**config.mk**
```make
export PLATFORM = sky130hd
export DESIGN_NAME = epp_cycle_ctrl
export DESIGN_NICKNAME = d
export VERILOG_FILES = /design/src/rtl/epp_cyc_pkg.sv /design/src/rtl/epp_gate.sv /design/src/rtl/epp_strobe_timer.sv /design/src/rtl/epp_sticky_flag.sv /design/src/rtl/epp_seq.sv /design/src/rtl/epp_cycle_ctrl.sv
export SDC_FILE = /design/constraint.sdc
export NUM_CORES = 1
export LEC_CHECK = 0
export ABC_AREA = 1
export BUFFER_PORTS_ARGS = -buffer_cell sky130_fd_sc_hd__buf_2
export CORE_MARGIN = 2
export CORE_UTILIZATION = 40
export DETAILED_ROUTE_END_ITERATION = 7
export SYNTH_ARGS = -nofsm -noshare
export SYNTH_HDL_FRONTEND = slang
export SYNTH_SLANG_ARGS = --single-unit
```
**constraint.sdc**
```tcl
create_clock -name clk -period 7.35 [get_ports clk]
set_input_delay 0.735 -clock clk [delete_from_list [all_inputs] [get_ports clk]]
set_output_delay 0.735 -clock clk [all_outputs]
set_load 0.005 [all_outputs]
```
**src/rtl/epp_cyc_pkg.sv**
```systemverilog
package epp_cyc_pkg;

  localparam int HOST_W    = 32;
  localparam int LANE_W    = 8;
  localparam int LANES     = HOST_W / LANE_W;
  localparam int LANE_IDXW = $clog2(LANES);
  localparam int LANE_CNTW = LANE_IDXW + 1;

  localparam logic [2:0] OFS_STATUS = 3'd1;
  localparam logic [2:0] OFS_ADDR   = 3'd3;
  localparam logic [2:0] OFS_DATA   = 3'd4;

  localparam logic [7:0] GATE_MASK = 8'h2F;
  localparam logic [7:0] GATE_WR   = 8'h04;
  localparam logic [7:0] GATE_RD   = 8'h24;

  typedef enum logic [1:0] {
    SQ_IDLE   = 2'd0,
    SQ_SETUP  = 2'd1,
    SQ_STROBE = 2'd2,
    SQ_FINISH = 2'd3
  } seq_state_t;

  // Number of byte lanes an access moves on the port.
  function automatic logic [LANE_CNTW-1:0] span_lanes(input logic is_addr,
                                                      input logic [1:0] size);
    if (is_addr) return LANE_CNTW'(1);
    case (size)
      2'd0:    return LANE_CNTW'(1);
      2'd1:    return LANE_CNTW'(2);
      default: return LANE_CNTW'(LANES);
    endcase
  endfunction

  // All-ones pattern covering the given number of lanes.
  function automatic logic [HOST_W-1:0] lane_ones(input logic [LANE_CNTW-1:0] n);
    logic [HOST_W-1:0] m;
    m = '0;
    for (int i = 0; i < LANES; i++) begin
      if (i < int'(n)) m[i*LANE_W +: LANE_W] = '1;
    end
    return m;
  endfunction

  function automatic logic gate_pass(input logic [7:0] ctrl, input logic is_write);
    return (ctrl & GATE_MASK) == (is_write ? GATE_WR : GATE_RD);
  endfunction

endpackage

```
**src/rtl/epp_gate.sv**
```systemverilog
module epp_gate
  import epp_cyc_pkg::*;
(
  input  logic [7:0] ctrl,
  input  logic       is_write,
  output logic       pass
);
  always_comb pass = gate_pass(ctrl, is_write);
endmodule

```
**src/rtl/epp_strobe_timer.sv**
```systemverilog
module epp_strobe_timer #(
  parameter int TIMEOUT_CYC = 16
) (
  input  logic clk,
  input  logic rst_n,
  input  logic run,
  output logic expired
);
  localparam int CNT_W = (TIMEOUT_CYC < 2) ? 1 : $clog2(TIMEOUT_CYC);
  localparam logic [CNT_W-1:0] LAST = CNT_W'(TIMEOUT_CYC - 1);

  logic [CNT_W-1:0] cnt_q;

  always_ff @(posedge clk) begin
    if (!rst_n || !run) cnt_q <= '0;
    else if (cnt_q != LAST) cnt_q <= cnt_q + 1'b1;
  end

  always_comb expired = run && (cnt_q == LAST);
endmodule

```
**src/rtl/epp_sticky_flag.sv**
```systemverilog
module epp_sticky_flag (
  input  logic clk,
  input  logic rst_n,
  input  logic set,
  input  logic clr,
  output logic flag
);
  always_ff @(posedge clk) begin
    if (!rst_n)   flag <= 1'b0;
    else if (set) flag <= 1'b1;
    else if (clr) flag <= 1'b0;
  end
endmodule

```
**src/rtl/epp_seq.sv**
```systemverilog
module epp_seq
  import epp_cyc_pkg::*;
(
  input  logic                 clk,
  input  logic                 rst_n,
  input  logic                 go,
  input  logic                 reject_rd,
  input  logic                 is_write,
  input  logic                 is_addr,
  input  logic [LANE_CNTW-1:0] nlanes,
  input  logic [HOST_W-1:0]    wdata,
  input  logic                 wait_in,
  input  logic [LANE_W-1:0]    din,
  input  logic                 tmo_expired,
  output seq_state_t           state,
  output logic                 wr_q,
  output logic                 addr_q,
  output logic                 lane_done,
  output logic                 lane_tmo,
  output logic [HOST_W-1:0]    rbuf,
  output logic [LANE_W-1:0]    dout
);
  logic [LANE_CNTW-1:0] left_q;
  logic [LANE_IDXW-1:0] idx_q;
  logic [HOST_W-1:0]    wbuf_q;

  always_comb begin
    lane_done = (state == SQ_STROBE) && wait_in;
    lane_tmo  = (state == SQ_STROBE) && !wait_in && tmo_expired;
    dout      = wbuf_q[{idx_q, 3'b000} +: LANE_W];
  end

  always_ff @(posedge clk) begin
    if (!rst_n) begin
      state  <= SQ_IDLE;
      wr_q   <= 1'b0;
      addr_q <= 1'b0;
      left_q <= '0;
      idx_q  <= '0;
      wbuf_q <= '0;
      rbuf   <= '0;
    end else begin
      case (state)
        SQ_IDLE: begin
          if (go) begin
            state  <= SQ_SETUP;
            wr_q   <= is_write;
            addr_q <= is_addr;
            left_q <= nlanes;
            idx_q  <= '0;
            wbuf_q <= wdata;
            rbuf   <= lane_ones(nlanes);
          end else if (reject_rd) begin
            state  <= SQ_FINISH;
            wr_q   <= 1'b0;
            addr_q <= is_addr;
            rbuf   <= lane_ones(nlanes);
          end
        end
        SQ_SETUP: state <= SQ_STROBE;
        SQ_STROBE: begin
          if (lane_done) begin
            if (!wr_q) rbuf[{idx_q, 3'b000} +: LANE_W] <= din;
            if (left_q == LANE_CNTW'(1)) state <= SQ_FINISH;
            else begin
              state  <= SQ_SETUP;
              left_q <= left_q - 1'b1;
              idx_q  <= idx_q + 1'b1;
            end
          end else if (lane_tmo) begin
            state <= SQ_FINISH;
          end
        end
        default: state <= SQ_IDLE;
      endcase
    end
  end
endmodule

```
**src/rtl/epp_cycle_ctrl.sv**
```systemverilog
module epp_cycle_ctrl
  import epp_cyc_pkg::*;
#(
  parameter int TIMEOUT_CYC = 16
) (
  input  logic        clk,
  input  logic        rst_n,
  input  logic        acc_valid,
  input  logic        acc_write,
  input  logic [2:0]  acc_offset,
  input  logic [1:0]  acc_size,
  input  logic [31:0] acc_wdata,
  input  logic [7:0]  ctrl_bits,
  output logic        busy,
  output logic        rd_valid,
  output logic [31:0] rd_data,
  output logic        tmo_flag,
  output logic        port_write_n,
  output logic        port_astb_n,
  output logic        port_dstb_n,
  input  logic        port_wait,
  output logic [7:0]  port_dout,
  output logic        port_doe,
  input  logic [7:0]  port_din
);
  // Named internal events
  logic                 accept;
  logic                 is_addr;
  logic                 is_cyc;
  logic                 gate_ok;
  logic                 cyc_go;
  logic                 rd_reject;
  logic                 flag_clr;
  logic [LANE_CNTW-1:0] nlanes;
  logic                 tmo_expired;
  logic                 lane_done;
  logic                 lane_tmo;
  logic                 wr_q;
  logic                 addr_q;
  logic                 strobing;
  seq_state_t           state;

  always_comb begin
    accept    = acc_valid && !busy;
    is_addr   = (acc_offset == OFS_ADDR);
    is_cyc    = is_addr || (acc_offset == OFS_DATA);
    cyc_go    = accept && is_cyc && gate_ok;
    rd_reject = accept && is_cyc && !gate_ok && !acc_write;
    flag_clr  = accept && acc_write && (acc_offset == OFS_STATUS) && acc_wdata[0];
    nlanes    = span_lanes(is_addr, acc_size);
  end

  epp_gate u_gate (
    .ctrl     (ctrl_bits),
    .is_write (acc_write),
    .pass     (gate_ok)
  );

  epp_seq u_seq (
    .clk         (clk),
    .rst_n       (rst_n),
    .go          (cyc_go),
    .reject_rd   (rd_reject),
    .is_write    (acc_write),
    .is_addr     (is_addr),
    .nlanes      (nlanes),
    .wdata       (acc_wdata),
    .wait_in     (port_wait),
    .din         (port_din),
    .tmo_expired (tmo_expired),
    .state       (state),
    .wr_q        (wr_q),
    .addr_q      (addr_q),
    .lane_done   (lane_done),
    .lane_tmo    (lane_tmo),
    .rbuf        (rd_data),
    .dout        (port_dout)
  );

  epp_strobe_timer #(.TIMEOUT_CYC(TIMEOUT_CYC)) u_timer (
    .clk     (clk),
    .rst_n   (rst_n),
    .run     (strobing),
    .expired (tmo_expired)
  );

  epp_sticky_flag u_flag (
    .clk   (clk),
    .rst_n (rst_n),
    .set   (lane_tmo),
    .clr   (flag_clr),
    .flag  (tmo_flag)
  );

  always_comb begin
    strobing     = (state == SQ_STROBE);
    busy         = (state != SQ_IDLE);
    rd_valid     = (state == SQ_FINISH) && !wr_q;
    port_write_n = !(wr_q && (state == SQ_SETUP || state == SQ_STROBE));
    port_doe     = !port_write_n;
    port_astb_n  = !(strobing && addr_q);
    port_dstb_n  = !(strobing && !addr_q);
  end
endmodule

```
==> results.rst, run 1 <==
.. list-table::
   :header-rows: 1

   * - Metric
     - Value
   * - Diode count
     - 0
   * - Net count after synthesis
     - 738
   * - TritonRoute pass-1 iters
     - 4
   * - Metal-1 WL
     - 4790 um
   * - Starting density of the core
     - 41.5%
   * - Total wirelength of the detailed-routed design
     - 10300 um
   * - Unrepaired setup endpoints after global routing
     - false
   * - Leak pwr
     - 2.50 nW
   * - CTS Hold Buffers Added
     - 0
   * - Final Cycle Share
     - 49.6%
   * - Status
     - completed
   * - Power density of the placed cells
     - 329 nW/um^2
   * - Placeable core region
     - 10400 sq um
   * - Cts repair resizes
     - 0
   * - Share of post-route cells with drive strength above 1
     - 16.9%
   * - Post-DR wirelength/cell
     - 11.6 um
   * - Most frequent standard cell in the layout excluding fill and tap cells
     - sky130_fd_sc_hd__nor2_1
   * - Count of buffers from port buffering
     - 101
   * - All-Layer GR Usage
     - 18.6%
   * - Min Clock Period, post-route
     - 3.65 ns
   * - Share of Yosys cell area claimed by the top area cell type
     - 36.3%
   * - Max-cap check violation count
     - 0
   * - Congestion Overflow GR
     - 0
   * - Clock skew
     - 0.0133 ns
   * - Final number of hold-violating endpoints
     - 0
   * - Wire length of the first global-routing pass
     - 17300 um
   * - Number of vias after detailed routing
     - 4229
   * - Core utilization of the finished layout
     - 48.1%
   * - Final-report max-slew violation count
     - 0
   * - Number of global-route vias before repair
     - 3920
   * - Post-synthesis async set-or-reset flop share
     - 0%
   * - Critical Setup Path Class
     - register to primary output
   * - Setup TNS Final
     - 0 ns
   * - Routed via count divided by cell count
     - 4.76
   * - Most area-consuming cells after synthesis
     - sky130_fd_sc_hd__dfxtp_1 36%, sky130_fd_sc_hd__nor2_1 12%, sky130_fd_sc_hd__nand2_1 11%
   * - Slack of the worst reg-to-reg path
     - 3.76 ns
   * - Width of the die
     - 108 um
   * - Post-synth cell types
     - 28
   * - Worst flop-to-flop path startpoint
     - u_seq.idx_q[0]$_SDFFE_PN0P_
   * - Primary flip-flop cell chosen by synthesis mapping
     - sky130_fd_sc_hd__dfxtp_1
   * - Power after layout
     - 1.64 mW
   * - Number of setup violations in the final report
     - 0
   * - Max Clk Rate
     - 0.274 GHz
   * - Largest buffer count on any clock path
     - 2
   * - Post-route insts no fill
     - 888
   * - Number of fill cells in the layout
     - 1137
   * - Die area
     - 11600 sq um
   * - Tightest Hold Check Type
     - register to register
   * - Clock insertion delay at the later pin of the skew report
     - 0.36 ns
   * - Area growth syn-to-layout
     - 16.0%
   * - Site row count
     - 37
   * - Reg2Reg Capture Point
     - u_seq.rbuf[5]$_SDFFE_PN0P_
   * - Number of clock sinks
     - 78
   * - Synthesis Warnings
     - 0
   * - Number of I/O pins
     - 105
   * - Critical-path maximum fanout
     - 37
   * - Post-CTS Setup Inserts
     - 0
   * - Flops & latches, synth
     - 78
   * - Number of antenna-violating nets in the routed design
     - 0
   * - Instance area at placement
     - 4810 sq um
   * - Placed wire-length estimate after detailed placement
     - 7450 um
   * - Commonest cells after routing, fill and taps aside
     - 133 x sky130_fd_sc_hd__nor2_1, 130 x sky130_fd_sc_hd__nand2_1, 116 x sky130_fd_sc_hd__inv_1
   * - Register clock-pin slew on the reported worst setup and hold paths
     - 0.08 ns
   * - DRC violations left
     - 0
   * - Vert. Die Dim
     - 108 um
   * - Maximum resistive drop on vdd
     - 0.000128 V
   * - Pin count of the biggest net entering global routing
     - 72
   * - Root buffer cell
     - sky130_fd_sc_hd__clkbuf_8
   * - Routed length on met3
     - 486 um
   * - Type of element launching the critical path
     - register
   * - Sequential-to-total area share from yosys stat
     - 36.3%
   * - Number of cells on the worst reg-to-reg path
     - 8
   * - Endpoint type of the worst setup path
     - primary output
   * - End point of the critical path
     - port_dout[3]
   * - Final Net Count
     - 817
   * - Post-route cell area
     - 4990 sq um
   * - Mean Syn Cell Area
     - 6.44 sq um
   * - Placed insts
     - 872
   * - Combined area of all synthesized cells
     - 4300 sq um
   * - Remaining max-slew budget at the tightest pin
     - 27.2%
   * - Cell taking the most area after synthesis
     - sky130_fd_sc_hd__dfxtp_1
   * - H-tree levels
     - 3
   * - Final hold slack
     - 0.468 ns
   * - Arrival time of data at the critical path endpoint
     - 2.91 ns
   * - Number of DRC markers after the initial detailed-route iteration
     - 225
   * - Uppermost signal routing layer after detailed routing
     - met4
   * - Critical path origin
     - u_seq.idx_q[0]$_SDFFE_PN0P_
   * - Clock tree from TritonCTS
     - yes
   * - Slew @ Worst Pin
     - 1.09 ns
   * - CTS buffer count
     - 9
   * - Fin worst setup slack
     - 3.70 ns
   * - Post-place setup slack
     - 3.81 ns
   * - Endpoint required time on the critical path
     - 6.61 ns
   * - Cell count after synthesis
     - 668
   * - Antenna violations before repair
     - 0
   * - Post-synth EDFFs
     - 0
   * - Placer's final routability congestion estimate
     - 0.895
   * - Routed met2 length
     - 4860 um
[worst max-delay path, cell delays in order, from the launching register on]
cell,delay (ns)
sky130_fd_sc_hd__dfxtp_1,0.78
sky130_fd_sc_hd__clkinv_1,1.01
sky130_fd_sc_hd__o21ai_0,0.51
sky130_fd_sc_hd__o22ai_1,0.11
sky130_fd_sc_hd__buf_2,0.14
[flip-flops by register name (all words and copies together), names as in the netlist]
signal	flops
u_seq.wr_q	1
u_seq.left_q	3
u_flag.flag	1
u_seq.idx_q	2
u_seq.addr_q	1
u_seq.rbuf	32
u_seq.state	2
u_seq.wbuf_q	32
u_timer.cnt_q	4
[cells by family after synthesis]
| kind of cell | synth area share, % |
|---|---|
| adder cells (fa/ha/maj) | 3.49 |
| AND/OR/NAND/NOR | 32.6 |
| flip-flops | 36.3 |
| XOR/XNOR | 0.204 |
| buffers and inverters | 14.5 |
| AO/OA/AOI/OAI | 12.9 |
[Yosys cell counts, types with 4 or more instances]
library cell and n:
sky130_fd_sc_hd__nor2_1 133, sky130_fd_sc_hd__nand2_1 130, sky130_fd_sc_hd__inv_1 116, sky130_fd_sc_hd__dfxtp_1 78, sky130_fd_sc_hd__o21ai_0 60, sky130_fd_sc_hd__nand4_1 35, sky130_fd_sc_hd__nand3_1 19, sky130_fd_sc_hd__clkbuf_1 14
sky130_fd_sc_hd__ha_1 12, sky130_fd_sc_hd__buf_2 11, sky130_fd_sc_hd__o22ai_1 11, sky130_fd_sc_hd__a21oi_1 9, sky130_fd_sc_hd__a41oi_1 8, sky130_fd_sc_hd__buf_1 4, sky130_fd_sc_hd__buf_6 4, sky130_fd_sc_hd__nand3_4 4
[layer usage]
layer,track usage [%],vias up
met2,31.9,90
met1,22.9,1873
li1,-,2251
met5,0,-
met4,7.42,0
met3,3.15,15
[cell type report]
| cell class | count | area [sq um] | area share, % |
|---|---|---|---|
| Clock inverter | 7 | 56.3 | 1.13 |
| Sequential cell | 78 | 1560 | 31.3 |
| Clock buffer | 9 | 124 | 2.48 |
| Multi-Input combinational cell | 436 | 2120 | 42.5 |
| Inverter | 121 | 454 | 9.10 |
| Timing Repair Buffer | 101 | 505 | 10.1 |
| Tap cell | 136 | 170 | 3.41 |
[where the power goes]
group | internal, mW | switching, mW
Combinational | 0.277 | 0.505
Sequential | 0.511 | 0.0471
Clock | 0.126 | 0.174
Total | 0.914 | 0.726
[how the worst min path moves through the flow]
stage | start | end | cells after the start
final | u_flag.flag$_SDFFE_PN0P_ | u_flag.flag$_SDFFE_PN0P_ | 2
after global routing | u_seq.left_q[1]$_SDFFE_PN0P_ | u_seq.left_q[1]$_SDFFE_PN0P_ | 2
after global placement | u_seq.left_q[1]$_SDFFE_PN0P_ | u_seq.left_q[1]$_SDFFE_PN0P_ | 2
after floorplan | u_seq.left_q[1]$_SDFFE_PN0P_ | u_seq.left_q[1]$_SDFFE_PN0P_ | 2
after detailed placement | u_flag.flag$_SDFFE_PN0P_ | u_flag.flag$_SDFFE_PN0P_ | 2
after CTS | u_seq.left_q[1]$_SDFFE_PN0P_ | u_seq.left_q[1]$_SDFFE_PN0P_ | 2
No activity file was read; power rests on OpenSTA's default activity.
==> inputs of run 2 (changes only) <==
--- a/config.mk
+++ b/config.mk
@@ -10,6 +10,7 @@
 export CORE_MARGIN = 2
 export CORE_UTILIZATION = 40
 export DETAILED_ROUTE_END_ITERATION = 7
+export PLACE_DENSITY = 0.65
 export SYNTH_ARGS = -nofsm -noshare
 export SYNTH_HDL_FRONTEND = slang
 export SYNTH_SLANG_ARGS = --single-unit
==> constraint.sdc (replaced) <==
create_clock -name clk -period 3 [get_ports clk]
set_input_delay 0.3 -clock clk [delete_from_list [all_inputs] [get_ports clk]]
set_output_delay 0.3 -clock clk [all_outputs]
set_load 0.005 [all_outputs]
==> results.rst, run 2 (synthesis gave the netlist of run 1 again) <==
.. list-table::
   :header-rows: 1

   * - Metric
     - Value
   * - Status
     - completed
   * - Share of power burned in the clock network
     - 18.2% (about the same)
   * - Post-DR wirelength/cell
     - 11.4 um (-2.2%)
   * - Max Clk Rate
     - 0.420 GHz
   * - Starting density of the core
     - 41.5% (unchanged)
   * - Number of DRC markers after the initial detailed-route iteration
     - 160 (-29%)
   * - Relative contribution of sequential cells to total power
     - 33.5% (-0.5 points)
   * - Min Clock Period, post-route
     - 2.38 ns
   * - TritonRoute pass-1 iters
     - 4 (unchanged)
   * - Switching power
     - 1.78 mW (+150%)
   * - Remaining max-slew budget at the tightest pin
     - 56.1% (+29 points)
   * - H-tree levels
     - 3 (unchanged)
   * - CTS buffer count
     - 9 (unchanged)
   * - Endpoint required time on the critical path
     - 3.25 ns (-3.36 ns)
   * - Setup TNS Final
     - 0 ns (unchanged)
   * - Number of clock sinks
     - 78 (unchanged)
   * - Tightest Hold Check Type
     - primary input to register
   * - Endpoint type of the worst setup path
     - register
   * - Number of global-route vias before repair
     - 4134 (+5.5%)
   * - Wire length of the first global-routing pass
     - 17600 um (+1.4%)
   * - Congestion Overflow GR
     - 0 (unchanged)
   * - Post-route cell area
     - 5040 sq um (+1.1%)
   * - Area growth syn-to-layout
     - 17.2%
   * - Largest registers
     - u_seq.rbuf: 32 flops, u_seq.wbuf_q: 32 flops, u_timer.cnt_q: 4 flops
   * - Most frequent standard cell in the layout excluding fill and tap cells
     - sky130_fd_sc_hd__nor2_1
   * - Commonest cells after routing, fill and taps aside
     - 133 x sky130_fd_sc_hd__nor2_1, 130 x sky130_fd_sc_hd__nand2_1, 116 x sky130_fd_sc_hd__inv_1
   * - Instance area at placement
     - 4860 sq um (+1.1%)
   * - Crit path largest cell delay
     - 0.60 ns (-0.41 ns)
   * - Largest buffer count on any clock path
     - 2 (unchanged)
   * - Slack of the worst reg-to-reg path
     - 0.62 ns (-3.14 ns)
   * - Arrival time of data at the critical path endpoint
     - 2.64 ns (-0.27 ns)
   * - Placeable core region
     - 10400 sq um (unchanged)
   * - Root buffer cell
     - sky130_fd_sc_hd__clkbuf_8
   * - Clock skew
     - 0.00821 ns (-0.00512 ns)
   * - Clock insertion delay at the later pin of the skew report
     - 0.35 ns (about the same)
   * - Critical-path maximum fanout
     - 12 (-68%)
   * - Placer's final routability congestion estimate
     - 0.913 (+2.0%)
   * - Slew @ Worst Pin
     - 0.658 ns (-0.434 ns)
   * - Share of post-route cells with drive strength above 1
     - 17.7% (+0.77 points)
   * - Die area
     - 11600 sq um (unchanged)
   * - Diode count
     - 0 (unchanged)
   * - Final Net Count
     - 824 (+0.86%)
   * - Vert. Die Dim
     - 108 um (unchanged)
   * - Leak pwr
     - 2.54 nW (+1.4%)
   * - Final number of hold-violating endpoints
     - 0 (unchanged)
   * - Logic gate share of total power
     - 48.4% (+0.7 points)
   * - CTS Hold Buffers Added
     - 0 (unchanged)
   * - Number of vias after detailed routing
     - 4225 (-0.095%)
   * - Width of the die
     - 108 um (unchanged)
   * - DRC violations left
     - 0 (unchanged)
   * - Antenna violations before repair
     - 0 (unchanged)
   * - Critical Setup Path Class
     - register to register
   * - Number of antenna-violating nets in the routed design
     - 0 (unchanged)
   * - Max-cap check violation count
     - 0 (unchanged)
   * - Count of buffers from port buffering
     - 101 (unchanged)
   * - Internal power consumption
     - 2.26 mW (+150%)
   * - CP Cell Sequence
     - inv_1 > ha_1 > nor2_1 > clkinv_1 > nand3_4 > nand2_1 > inv_1 > nor2_1
   * - Final Cycle Share
     - 79.3%
   * - Power density of the placed cells
     - 802 nW/um^2 (+140%)
   * - Final-report max-slew violation count
     - 0 (unchanged)
   * - Cts repair resizes
     - 0 (unchanged)
   * - All-Layer GR Usage
     - 18.7% (+0.17 points)
   * - Routed via count divided by cell count
     - 4.72 (-0.88%)
   * - Total wirelength of the detailed-routed design
     - 10200 um (-1.4%)
   * - Number of I/O pins
     - 105 (unchanged)
   * - Unrepaired setup endpoints after global routing
     - false
   * - Placed wire-length estimate after detailed placement
     - 7460 um (+0.14%)
   * - Clock tree from TritonCTS
     - yes
   * - Switching part of the total power
     - 44.0% (-0.26 points)
   * - Number of setup violations in the final report
     - 0 (unchanged)
   * - Site row count
     - 37 (unchanged)
   * - Pin count of the biggest net entering global routing
     - 40 (-44%)
   * - Type of element launching the critical path
     - register
   * - Maximum resistive drop on vdd
     - 0.000297 V (+130%)
   * - Post-CTS Setup Inserts
     - 0 (unchanged)
   * - Register clock-pin slew on the reported worst setup and hold paths
     - 0.09 ns (about the same)
   * - Critical Path Slowest Stage Cell
     - sky130_fd_sc_hd__dfxtp_1
run 2: worst max-delay path, delay by kind of cell, from the launching register on:
family	cells	cell delay, ns
buffers and inverters	3	0.67
AND/OR/NAND/NOR	4	0.62
flip-flops	1	0.60
adder cells (fa/ha/maj)	1	0.38
run 2: final timing paths:
check                                   start                            end  cells past startpoint
hold reg to reg      u_flag.flag$_SDFFE_PN0P_       u_flag.flag$_SDFFE_PN0P_                      2
setup reg to reg  u_seq.idx_q[1]$_SDFFE_PN0P_     u_seq.rbuf[2]$_SDFFE_PN0P_                      8
setup / recovery  u_seq.idx_q[1]$_SDFFE_PN0P_     u_seq.rbuf[2]$_SDFFE_PN0P_                      8
hold / removal                  acc_wdata[19]  u_seq.wbuf_q[19]$_SDFFE_PN0P_                      3
run 2: final cells by class:
class / instances / area [sq um]
Fill cell: 1111 / 5330
Multi-Input combinational cell: 436 / 2120
Sequential cell: 78 / 1560
Timing Repair Buffer: 108 / 558
Inverter: 121 / 454
Tap cell: 136 / 170
Clock buffer: 9 / 124
Clock inverter: 7 / 56.3
run 2: routing by layer:
metal	vias up	share of wire (%)	track usage [%]
li1	2275	-	-
met1	1845	46	21.5
met2	91	48	33.9
met3	14	4.6	4.00
met4	0	1.7	6.87
met5	-	0	0
run 2: power groups by stage:
stage | clock network, mW | logic (mW) | registers (mW)
6_report | 0.734 | 1.96 | 1.35
4_1_cts | 0.758 | 1.98 | 1.36
2_1_floorplan | 0 | 1.50 | 1.40
5_1_grt | 0.798 | 2.31 | 1.38
3_3_place_gp | 0 | 1.94 | 1.37
3_5_place_dp | 0 | 1.97 | 1.38
run 2: stage by stage:
step | power (mW) | setup WS, ns | utilization [%] | hold WS (ns) | instances
2_1_floorplan | 2.89 | 0.650 | - | 0.441 | 668
3_3_place_gp | 3.31 | 0.717 | 46.9 | 0.450 | 879
3_5_place_dp | 3.35 | 0.643 | 46.9 | 0.460 | 879
4_1_cts | 4.10 | 0.626 | 48.6 | 0.177 | 895
5_1_grt | 4.49 | 0.356 | 48.6 | 0.191 | 895
6_report | 4.05 | 0.620 | 48.6 | 0.190 | 895
==> inputs of run 3 (changes only) <==
--- a/config.mk
+++ b/config.mk
@@ -5,12 +5,11 @@
 export SDC_FILE = /design/constraint.sdc
 export NUM_CORES = 1
 export LEC_CHECK = 0
-export ABC_AREA = 1
+export ABC_AREA = 0
 export BUFFER_PORTS_ARGS = -buffer_cell sky130_fd_sc_hd__buf_2
 export CORE_MARGIN = 2
 export CORE_UTILIZATION = 40
 export DETAILED_ROUTE_END_ITERATION = 7
-export PLACE_DENSITY = 0.65
 export SYNTH_ARGS = -nofsm -noshare
 export SYNTH_HDL_FRONTEND = slang
 export SYNTH_SLANG_ARGS = --single-unit
==> constraint.sdc (replaced) <==
create_clock -name clk -period 2.3 [get_ports clk]
set_input_delay 0.23 -clock clk [delete_from_list [all_inputs] [get_ports clk]]
set_output_delay 0.23 -clock clk [all_outputs]
set_load 0.005 [all_outputs]
==> results.rst, run 3 <==
.. list-table::
   :header-rows: 1

   * - Metric
     - Value
   * - Power density of the placed cells
     - 1040 nW/um^2 (+30%)
   * - Cells on Worst Hold Path
     - 3 (unchanged)
   * - Slack of the worst reg-to-reg path
     - 0.20 ns (-0.42 ns)
   * - Final-report max-slew violation count
     - 0 (unchanged)
   * - Final hold slack
     - 0.119 ns (-0.0712 ns)
   * - Main combinational cell family by area after synthesis
     - compound AO/OA/AOI/OAI gates
   * - Mean Syn Cell Area
     - 8.95 sq um (+39%)
   * - Tightest Hold Check Type
     - primary input to register
   * - Crit path largest cell delay
     - 0.41 ns (-0.19 ns)
   * - Post-synth cell types
     - 50 (+79%)
   * - Clock insertion delay at the later pin of the skew report
     - 0.36 ns (about the same)
   * - Hold worst-path end
     - u_seq.wbuf_q[4]$_SDFFE_PN0P_
   * - Start point of the worst hold path
     - acc_wdata[4]
   * - Largest buffer count on any clock path
     - 2 (unchanged)
   * - Final Cycle Share
     - 91.5% (+12 points)
   * - Root buffer cell
     - sky130_fd_sc_hd__clkbuf_8
   * - Synthesis Warnings
     - 0 (unchanged)
   * - Count of buffers from port buffering
     - 101 (unchanged)
   * - Leak pwr
     - 2.15 nW (-15%)
   * - Fin worst setup slack
     - 0.195 ns (-0.424 ns)
   * - Cts repair resizes
     - 0 (unchanged)
   * - Combined area of all synthesized cells
     - 3830 sq um (-11%)
   * - Placed wire-length estimate after detailed placement
     - 7160 um (-4.1%)
   * - Number of fill cells in the layout
     - 920 (-17%)
   * - Min Clock Period, post-route
     - 2.10 ns (-0.276 ns)
   * - Reg2Reg Capture Point
     - u_seq.rbuf[28]$_SDFFE_PN0P_
   * - Remaining max-slew budget at the tightest pin
     - 49.4% (-6.7 points)
   * - Unrepaired setup endpoints after global routing
     - false
   * - Sequential-to-total area share from yosys stat
     - 40.8% (+4.5 points)
   * - Total wirelength of the detailed-routed design
     - 10100 um (-0.79%)
   * - Adder-cell share of the synthesized area
     - 3.92% (+0.43 points)
   * - Placer's final routability congestion estimate
     - 0.819 (-10%)
   * - Die area
     - 10400 sq um (-11%)
   * - Fraction of synthesized cell area in xor and xnor cells
     - 0.457% (+0.25 points)
   * - Type of element launching the critical path
     - register
   * - Post-place setup slack
     - 0.221 ns (-0.422 ns)
   * - Largest registers
     - u_seq.rbuf: 32 flops, u_seq.wbuf_q: 32 flops, u_timer.cnt_q: 4 flops
   * - Number of antenna-violating nets in the routed design
     - 0 (unchanged)
   * - Setup TNS Final
     - 0 ns (unchanged)
   * - All-Layer GR Usage
     - 20.0% (+1.3 points)
   * - CP Cell Sequence
     - inv_1 > ha_1 > and2_2 > o21ai_1 > o21ai_2 > buf_12 > and2_0 > o211a_1
   * - Worst flop-to-flop path startpoint
     - u_seq.state[1]$_SDFFE_PN0P_
   * - Slew @ Worst Pin
     - 0.758 ns (+0.100 ns)
   * - Vert. Die Dim
     - 102 um (-5.4%)
   * - Endpoint type of the worst setup path
     - register
   * - Antenna violations before repair
     - 0 (unchanged)
   * - Multiplexer share of the synthesized area
     - 4.97% (+5.0 points)
   * - Post-DR wirelength/cell
     - 15.3 um (+35%)
   * - Routed via count divided by cell count
     - 5.28 (+12%)
   * - Critical Path Slowest Stage Cell
     - sky130_fd_sc_hd__dfxtp_1
   * - Number of DRC markers after the initial detailed-route iteration
     - 116 (-28%)
   * - Cell count after synthesis
     - 428 (-36%)
   * - CTS buffer count
     - 9 (unchanged)
   * - Share of Yosys cell area claimed by the top area cell type
     - 40.8% (+4.5 points)
   * - Net count after synthesis
     - 498 (-33%)
   * - Cell type group with the largest total delay on the critical path
     - compound AO/OA/AOI/OAI gates
   * - Post-synth EDFFs
     - 0 (unchanged)
   * - Critical Setup Path Class
     - register to register
   * - Power after layout
     - 4.91 mW (+21%)
   * - Count leader, synth
     - sky130_fd_sc_hd__dfxtp_1
   * - Number of I/O pins
     - 105 (unchanged)
   * - Max-cap check violation count
     - 0 (unchanged)
   * - Starting density of the core
     - 41.3% (-0.23 points)
   * - Post-synthesis async set-or-reset flop share
     - 0% (unchanged)
   * - Fraction of the mapped netlist area in simple logic gates
     - 20.0% (-13 points)
   * - Most area-consuming cells after synthesis
     - sky130_fd_sc_hd__dfxtp_1 41%, sky130_fd_sc_hd__nand2_1 7.4%, sky130_fd_sc_hd__o211a_1 6.8%
   * - Area growth syn-to-layout
     - 22.9%
   * - Final number of hold-violating endpoints
     - 0 (unchanged)
   * - Core utilization of the finished layout
     - 50.7% (+2.1 points)
   * - Max Clk Rate
     - 0.475 GHz (+13%)
   * - Placeable core region
     - 9280 sq um (-10%)
   * - Endpoint required time on the critical path
     - 2.54 ns (-0.71 ns)
   * - Register clock-pin slew on the reported worst setup and hold paths
     - 0.09 ns (about the same)
   * - Top post-synthesis cells by count
     - 78 x sky130_fd_sc_hd__dfxtp_1, 75 x sky130_fd_sc_hd__nand2_1, 38 x sky130_fd_sc_hd__a21oi_1
   * - Congestion Overflow GR
     - 0 (unchanged)
   * - Pin count of the biggest net entering global routing
     - 45 (+13%)
   * - Arrival time of data at the critical path endpoint
     - 2.35 ns (-0.29 ns)
   * - Final Net Count
     - 596 (-28%)
   * - Clock skew
     - 0.0100 ns (+0.00182 ns)
   * - Number of clock sinks
     - 78 (unchanged)
   * - Cell taking the most area after synthesis
     - sky130_fd_sc_hd__dfxtp_1
   * - Critical-path maximum fanout
     - 35 (+23)
   * - Primary flip-flop cell chosen by synthesis mapping
     - sky130_fd_sc_hd__dfxtp_1
   * - Diode count
     - 0 (unchanged)
   * - Number of global-route vias before repair
     - 3449 (-17%)
   * - Site row count
     - 35 (-5.4%)
   * - Flops & latches, synth
     - 78 (unchanged)
   * - Number of setup violations in the final report
     - 0 (unchanged)
   * - Maximum resistive drop on vdd
     - 0.000579 V (+95%)
   * - Worst Path Buf+Inv
     - 2 (-1)
   * - Most frequent standard cell in the layout excluding fill and tap cells
     - sky130_fd_sc_hd__buf_2
   * - Share of post-route cells with drive strength above 1
     - 29.2% (+12 points)
   * - Width of the die
     - 102 um (-5.4%)
   * - TritonRoute pass-1 iters
     - 4 (unchanged)
   * - Commonest cells after routing, fill and taps aside
     - 101 x sky130_fd_sc_hd__buf_2, 78 x sky130_fd_sc_hd__dfxtp_1, 75 x sky130_fd_sc_hd__nand2_1
   * - Status
     - completed
   * - H-tree levels
     - 3 (unchanged)
   * - Wire length of the first global-routing pass
     - 16300 um (-7.1%)
   * - Fraction of the mapped netlist area in compound gates
     - 25.0% (+12 points)
   * - CTS Hold Buffers Added
     - 0 (unchanged)
   * - Clock tree from TritonCTS
     - yes
   * - Number of cells on the worst reg-to-reg path
     - 8 (unchanged)
   * - Post-CTS Setup Inserts
     - 0 (unchanged)
   * - Number of vias after detailed routing
     - 3486 (-17%)
   * - DRC violations left
     - 0 (unchanged)
-- run 3: how the worst max path moves through the flow --
stage,cells after the start,start,endpoint
after floorplan,6,u_seq.idx_q[1]$_SDFFE_PN0P_,u_seq.rbuf[0]$_SDFFE_PN0P_
after global placement,8,u_seq.state[0]$_SDFFE_PN0P_,u_seq.rbuf[30]$_SDFFE_PN0P_
after detailed placement,8,u_seq.state[0]$_SDFFE_PN0P_,u_seq.rbuf[28]$_SDFFE_PN0P_
after CTS,8,u_seq.state[1]$_SDFFE_PN0P_,u_seq.rbuf[28]$_SDFFE_PN0P_
after global routing,8,u_seq.state[1]$_SDFFE_PN0P_,u_seq.rbuf[15]$_SDFFE_PN0P_
final,8,u_seq.state[1]$_SDFFE_PN0P_,u_seq.rbuf[28]$_SDFFE_PN0P_
-- run 3: power by group --
group | internal [mW] | leakage [nW] | switching, mW
sequential | 1.64 | 0.634 | 0.165
clock | 0.505 | 0.0899 | 0.526
combinational | 0.921 | 1.42 | 1.16
-- run 3: worst register-to-register path, cell delays in order (launching register included) --
cell and delay, ns:
sky130_fd_sc_hd__dfxtp_1 0.41, sky130_fd_sc_hd__inv_1 0.10, sky130_fd_sc_hd__ha_1 0.20, sky130_fd_sc_hd__and2_2 0.21, sky130_fd_sc_hd__o21ai_1 0.20, sky130_fd_sc_hd__o21ai_2 0.14, sky130_fd_sc_hd__buf_12 0.18, sky130_fd_sc_hd__and2_0 0.28
sky130_fd_sc_hd__o211a_1 0.28
-- run 3: cells by family (layout without fill, tap and decap cells) --
kind of cell / Yosys count / in the layout
DFF: 78 / 78
muxes: 9 / 9
and+or+nand+nor: 149 / 149
adders and majority gates: 12 / 12
AOI/OAI and AO/OA: 132 / 132
xor gates and xnor gates: 2 / 2
buffers and inverters: 46 / 149
-- run 3: layer usage --
layer	track usage [%]	vias up	share of wire, %
met3	4.51	16	5.5
li1	-	1720	-
met4	9.03	0	1.9
met2	32.5	100	47
met1	25.4	1650	46
met5	0	-	0
-- run 3: final cells by class --
class	count	area, sq um	area share, %
multi-input combinational	304	2080	44.2
sequential	78	1560	33.2
timing repair buffer	121	668	14.2
tap	129	161	3.43
clock buffer	11	131	2.79
clock inverter	5	58.8	1.25
inverter	12	45.0	0.957
-- run 3: metrics by stage --
stage,instance area (sq um),cells
floorplan,3830,428
global placement,4520,644
detailed placement,4520,644
CTS,4710,660
global route,4710,660
finish,4710,660
